**src/rtl/casack_pkg.sv**
```systemverilog
package casack_pkg;
    parameter int LINE_W    = 3;
    parameter int VEC_W     = 8;
    parameter int BASE_W    = VEC_W - LINE_W;
    parameter int GLN_W     = LINE_W + 1;
    parameter logic [LINE_W-1:0] CASC_LINE = LINE_W'(2);
    parameter logic [LINE_W-1:0] SPUR_LINE = {LINE_W{1'b1}};

    typedef enum logic [1:0] {
        K_SPUR_M    = 2'd0,
        K_DIRECT    = 2'd1,
        K_CASC_HIT  = 2'd2,
        K_CASC_MISS = 2'd3
    } ack_kind_e;

    typedef enum logic [1:0] {
        PH_IDLE   = 2'd0,
        PH_STROBE = 2'd1,
        PH_RESULT = 2'd2
    } phase_e;

    typedef struct packed {
        ack_kind_e          kind;
        logic [LINE_W-1:0]  m_line;
        logic [LINE_W-1:0]  s_line;
        logic [VEC_W-1:0]   vec;
        logic [GLN_W-1:0]   gline;
    } ack_plan_t;

    function automatic logic [VEC_W-1:0] form_vec(input logic [BASE_W-1:0] base,
                                                  input logic [LINE_W-1:0] line);
        return {base, line};
    endfunction

    function automatic logic [GLN_W-1:0] form_gline(input logic upper,
                                                    input logic [LINE_W-1:0] line);
        return {upper, line};
    endfunction
endpackage

```
**src/rtl/cas_resolve.sv**
```systemverilog
module cas_resolve
    import casack_pkg::*;
(
    input  logic              m_has_win,
    input  logic [LINE_W-1:0] m_win_line,
    input  logic [BASE_W-1:0] m_base,
    input  logic              s_has_win,
    input  logic [LINE_W-1:0] s_win_line,
    input  logic [BASE_W-1:0] s_base,
    output ack_plan_t         plan
);
    always_comb begin
        plan = '0;
        if (!m_has_win) begin
            plan.kind   = K_SPUR_M;
            plan.m_line = SPUR_LINE;
            plan.vec    = form_vec(m_base, SPUR_LINE);
            plan.gline  = form_gline(1'b0, SPUR_LINE);
        end else if (m_win_line != CASC_LINE) begin
            plan.kind   = K_DIRECT;
            plan.m_line = m_win_line;
            plan.vec    = form_vec(m_base, m_win_line);
            plan.gline  = form_gline(1'b0, m_win_line);
        end else if (s_has_win) begin
            plan.kind   = K_CASC_HIT;
            plan.m_line = CASC_LINE;
            plan.s_line = s_win_line;
            plan.vec    = form_vec(s_base, s_win_line);
            plan.gline  = form_gline(1'b1, s_win_line);
        end else begin
            plan.kind   = K_CASC_MISS;
            plan.m_line = CASC_LINE;
            plan.s_line = SPUR_LINE;
            plan.vec    = form_vec(s_base, SPUR_LINE);
            plan.gline  = form_gline(1'b1, SPUR_LINE);
        end
    end
endmodule

```
**src/rtl/cas_seq.sv**
```systemverilog
module cas_seq
    import casack_pkg::*;
(
    input  logic      clk,
    input  logic      rst,
    input  logic      ack_req,
    input  ack_plan_t plan_in,
    output phase_e    phase,
    output ack_plan_t plan_q
);
    logic accept;

    assign accept = ack_req && (phase != PH_STROBE);

    always_ff @(posedge clk) begin
        if (rst) begin
            phase  <= PH_IDLE;
            plan_q <= '0;
        end else begin
            if (accept) begin
                phase  <= PH_STROBE;
                plan_q <= plan_in;
            end else if (phase == PH_STROBE) begin
                phase  <= PH_RESULT;
            end else begin
                phase  <= PH_IDLE;
            end
        end
    end
endmodule

```
**src/rtl/cas_drive.sv**
```systemverilog
module cas_drive
    import casack_pkg::*;
(
    input  phase_e            phase,
    input  ack_plan_t         plan_q,
    output logic              m_ack_stb,
    output logic [LINE_W-1:0] m_ack_line,
    output logic              s_ack_stb,
    output logic [LINE_W-1:0] s_ack_line,
    output logic              vec_valid,
    output logic [VEC_W-1:0]  vec,
    output logic [GLN_W-1:0]  gline
);
    logic cascaded;

    assign cascaded = (plan_q.kind == K_CASC_HIT) || (plan_q.kind == K_CASC_MISS);

    always_comb begin
        m_ack_stb  = 1'b0;
        s_ack_stb  = 1'b0;
        vec_valid  = 1'b0;
        unique case (phase)
            PH_STROBE: begin
                m_ack_stb = (plan_q.kind == K_DIRECT);
                s_ack_stb = (plan_q.kind == K_CASC_HIT);
            end
            PH_RESULT: begin
                m_ack_stb = cascaded;
                vec_valid = 1'b1;
            end
            default: ;
        endcase
    end

    assign m_ack_line = plan_q.m_line;
    assign s_ack_line = plan_q.s_line;
    assign vec        = vec_valid ? plan_q.vec : '0;
    assign gline      = vec_valid ? plan_q.gline : '0;
endmodule

```
**src/rtl/cascade_ack_seq.sv**
```systemverilog
module cascade_ack_seq
    import casack_pkg::*;
(
    input  logic              clk,
    input  logic              rst,
    input  logic              ack_req,
    input  logic              m_has_win,
    input  logic [LINE_W-1:0] m_win_line,
    input  logic [BASE_W-1:0] m_base,
    input  logic              s_has_win,
    input  logic [LINE_W-1:0] s_win_line,
    input  logic [BASE_W-1:0] s_base,
    output logic              m_ack_stb,
    output logic [LINE_W-1:0] m_ack_line,
    output logic              s_ack_stb,
    output logic [LINE_W-1:0] s_ack_line,
    output logic              vec_valid,
    output logic [VEC_W-1:0]  vec,
    output logic [GLN_W-1:0]  gline
);
    ack_plan_t plan_now;
    ack_plan_t plan_q;
    phase_e    phase;

    cas_resolve u_resolve (
        .m_has_win  (m_has_win),
        .m_win_line (m_win_line),
        .m_base     (m_base),
        .s_has_win  (s_has_win),
        .s_win_line (s_win_line),
        .s_base     (s_base),
        .plan       (plan_now)
    );

    cas_seq u_seq (
        .clk     (clk),
        .rst     (rst),
        .ack_req (ack_req),
        .plan_in (plan_now),
        .phase   (phase),
        .plan_q  (plan_q)
    );

    cas_drive u_drive (
        .phase      (phase),
        .plan_q     (plan_q),
        .m_ack_stb  (m_ack_stb),
        .m_ack_line (m_ack_line),
        .s_ack_stb  (s_ack_stb),
        .s_ack_line (s_ack_line),
        .vec_valid  (vec_valid),
        .vec        (vec),
        .gline      (gline)
    );
endmodule

```
**config.mk**
```make
export PLATFORM = sky130hd
export DESIGN_NAME = cascade_ack_seq
export DESIGN_NICKNAME = d
export VERILOG_FILES = /design/src/rtl/casack_pkg.sv /design/src/rtl/cas_resolve.sv /design/src/rtl/cas_seq.sv /design/src/rtl/cas_drive.sv /design/src/rtl/cascade_ack_seq.sv
export SDC_FILE = /design/constraint.sdc
export NUM_CORES = 1
export LEC_CHECK = 0
export ABC_AREA = 1
export CAP_MARGIN = 30
export CORE_MARGIN = 5
export CORE_UTILIZATION = 65
export CTS_BUF_LIST = sky130_fd_sc_hd__clkbuf_2
export DETAILED_ROUTE_END_ITERATION = 7
export DONT_BUFFER_PORTS = 1
export GPL_ROUTABILITY_DRIVEN = 0
export GPL_TIMING_DRIVEN = 0
export PLACE_DENSITY = 0.92
export SLEW_MARGIN = 5
export SYNTH_ARGS = -nofsm -noshare
export SYNTH_HDL_FRONTEND = slang
export SYNTH_HIERARCHICAL = 1
export SYNTH_SLANG_ARGS = --single-unit
```
**constraint.sdc**
```tcl
create_clock -name clk -period 3.4 [get_ports clk]
set_input_delay 1.02 -clock clk [delete_from_list [all_inputs] [get_ports clk]]
set_output_delay 1.02 -clock clk [all_outputs]
set_load 0.03 [all_outputs]
```
==> key figures <==
Timing
  – Tightest Pin Transition: ~0.57 ns
  – Setup Skew: about 0.0097 ns
  – # setup viols final: 0
  – Final worst path period share: 0.847
  – Final hold vios: 0
  – Total negative slack: 0 ns
  – Max Slew Vio Count: 0
  – RSZ-0062 raised after global routing: false
  – Slew headroom: 0.616
  – Tmin final: 2.88 ns
  – Max frequency: 347 MHz

Routing
  – Drt pass-1 iters: 4
  – DR vias/cell: 5.40
  – Routed len/inst: 13.2 µm
  – # DRC: 0
  – DR vias: approximately 1200
  – 1st-iter DRT viols: 30
  – Antenna-violating nets left: 0
  – Post-Route WL: approximately 2900 µm

Critical path
  – Worst R2R End: u_seq/plan_q[17]
  – CP Launch Type: flip-flop
  – Kind of critical path: flip-flop to primary output
  – Reg2Reg Setup Slack: 2.44 ns
  – Setup crit end kind: primary output
  – Crit-path slowest cell: nor2_1
  – Crit path cell chain: inv_1, ha_1, inv_1, nand2_1, nand2_1, nor2_1
  – Crit path DAT: 1.86 ns
  – CP Data Required Time: 2.38 ns
  – Critical Path Fanout Max: 5
  – R2R Path Start: u_seq/phase[1]
  – Crit-path max cell delay: 0.45 ns
  – R2R cell count: 5

Cells and area
  – Share of layout cells above drive strength 1: 0.271
  – Layout Nets: 216
  – Layout area overhead: 3.77%
  – Post-Route Utilization: 0.689
  – Ant. Diodes: 0
  – Final Non-Filler Cells: 220
  – FILL cells: 176

Global route
  – Global Route Usage Sum: 0.192
  – Grt ovf: 0
  – Largest net degree at the start of global routing: 13
  – Initial antenna violation count: 0
  – Vias in the first global route: ~1200
  – First-pass GRT wire length: approximately 4900 µm

Clocking
  – Post-CTS Resized: 0
  – Reg clk slew, reported paths: 0.19 ns
  – Hold buffers post-CTS: 0
  – Clk sink count: 22
  – Longest Clk Path Bufs: 2
  – Post-CTS Setup Repair Bufs: 0
  – Root Driver: clkbuf_2
  – Worst skew pair latency: 0.34 ns
  – Num CTS Buffers: 3
  – CTS tree: built
  – Htree depth: 1

Logic synthesis
  – Main synth FF type: dfxtp_1
  – Largest cells by area after synthesis: dfxtp_1, nand3_2, nand2_1, nand4_1, buf_4
  – Synth top area share: 0.309
  – Syn Nets: 211
  – Mapped Cells: 188
  – Synth cell types: 18
  – EDFF count, synth: 0
  – Post-Synthesis Cell Area: 1430 µm²
  – Count leader, synth: nand2_1
  – #FFs+latches synth: 22
  – Register area share after synthesis: 0.309
  – Top cell type by total area after synthesis: dfxtp_1
  – YS warnings: 6
  – Commonest cells in the netlist: nand2_1, inv_1, dfxtp_1
  – Post-synth ARST share: 0
  – Avg Cell Area, Syn: 7.59 µm²

Place
  – DPL Wire Length: 2350 µm
  – Placed cells: 216
  – Buffers added on ports: 0

Floorplanning
  – DIE HEIGHT: around 57 µm
  – Die ar.: about 3200 µm²
  – Placeable Area: 2150 µm²
  – Row cnt: 17
  – Boundary Pins: 42
  – Die Wd: between 50 and 60 µm
  – Initial Utilization: 0.664

Status
  – Status: complete, no violations

Power and ir drop
  – Lkg Pwr: 0.802 nW
  – Cell Pwr Density: 337 nW/µm²
  – Maximum vdd drop: 0.206 mV

Min path
  – Hold WC Path Type: flip-flop to flip-flop
  – Endpoint, Worst Hold: u_seq/plan_q[10]
  – Hold depth: 2
  – HP Start: u_seq/plan_q[10]

Job
  – Max_cap viols: 0
-- power by group --
group	internal [mW]	switching (mW)	total (mW)
Clock	0.0256	0.0788	0.104
Sequential	0.274	0.0115	0.286
Combinational	0.0425	0.0657	0.108
Total	0.342	0.156	0.498
-- area by class of cell --
type / count / area (µm²) / area share
Buffer: 21 / 201 / 0.136
Clock buffer: 3 / 15.0 / 0.0101
Clock inverter: 1 / 3.75 / 0.00254
Inverter: 27 / 101 / 0.0685
Multi-Input combinational cell: 118 / 683 / 0.462
Sequential cell: 22 / 440 / 0.298
Tap cell: 28 / 35.0 / 0.0237
-- sequential cells by signal (all words and copies together), names as in the netlist --
register and cells:
u_seq/phase 2, u_seq/plan_q 20
-- how the worst max path moves through the flow --
stage,from,endpoint,slack [ns]
finish,u_seq/phase[0],m_ack_stb,0.52
global route,u_seq/phase[0],m_ack_stb,0.34
CTS,u_seq/phase[0],m_ack_stb,0.49
detailed placement,u_seq/phase[0],m_ack_stb,0.90
global placement,u_seq/phase[0],m_ack_stb,0.93
floorplan,u_seq/phase[0],m_ack_stb,1.01
-- cells by family (layout without fill, tap and decap cells) --
kind of cell / after synthesis / in the layout / synth area share
AND/OR/NAND/NOR: 113 / 113 / 0.451
buffers and inverters: 48 / 52 / 0.212
flip-flops: 22 / 22 / 0.309
AO/OA/AOI/OAI: 3 / 3 / 0.0105
adder cells (fa/ha/maj): 2 / 2 / 0.0175
-- through the flow --
| step | hold slack (ns) | setup WS (ns) | power [mW] | cell area [µm²] |
|---|---|---|---|---|
| floorplan | 0.437 | 1.01 | 0.383 | 1430 |
| global route | 0.484 | 0.336 | 0.528 | 1480 |
| global placement | 0.445 | 0.935 | 0.395 | 1460 |
| finish | 0.471 | 0.519 | 0.498 | 1480 |
| CTS | 0.474 | 0.487 | 0.502 | 1480 |
| detailed placement | 0.452 | 0.897 | 0.400 | 1460 |
-- per-layer routing --
metal  global-route usage  wire (µm)  part of all wire  vias to the layer above
li1                     -          -                 -                      600
met1                0.223       1220              0.42                      540
met2                0.327       1430              0.49                       44
met3               0.0506        217             0.075                        3
met4               0.0861         34             0.012                        0
met5                    0          0                 0                        -
-- layout by cell type (no fill, tap or decap), types with 3 or more instances in the layout --
cell	count
buf_4	12
inv_2	3
nand2_1	49
clkbuf_2	3
buf_6	5
nand3_1	8
nand2_4	3
nand4_1	20
inv_1	24
nor2_1	11
nand3_2	19
dfxtp_1	22
-- worst max-delay path, delay by kind of cell, from the launching register on --
kind,cells,cell delay [ns]
and+or+nand+nor,3,0.56
adders and majority gates,1,0.43
buffers and inverters,2,0.15
DFF,1,0.39
Note: power is estimated with default switching activity, not from simulation.
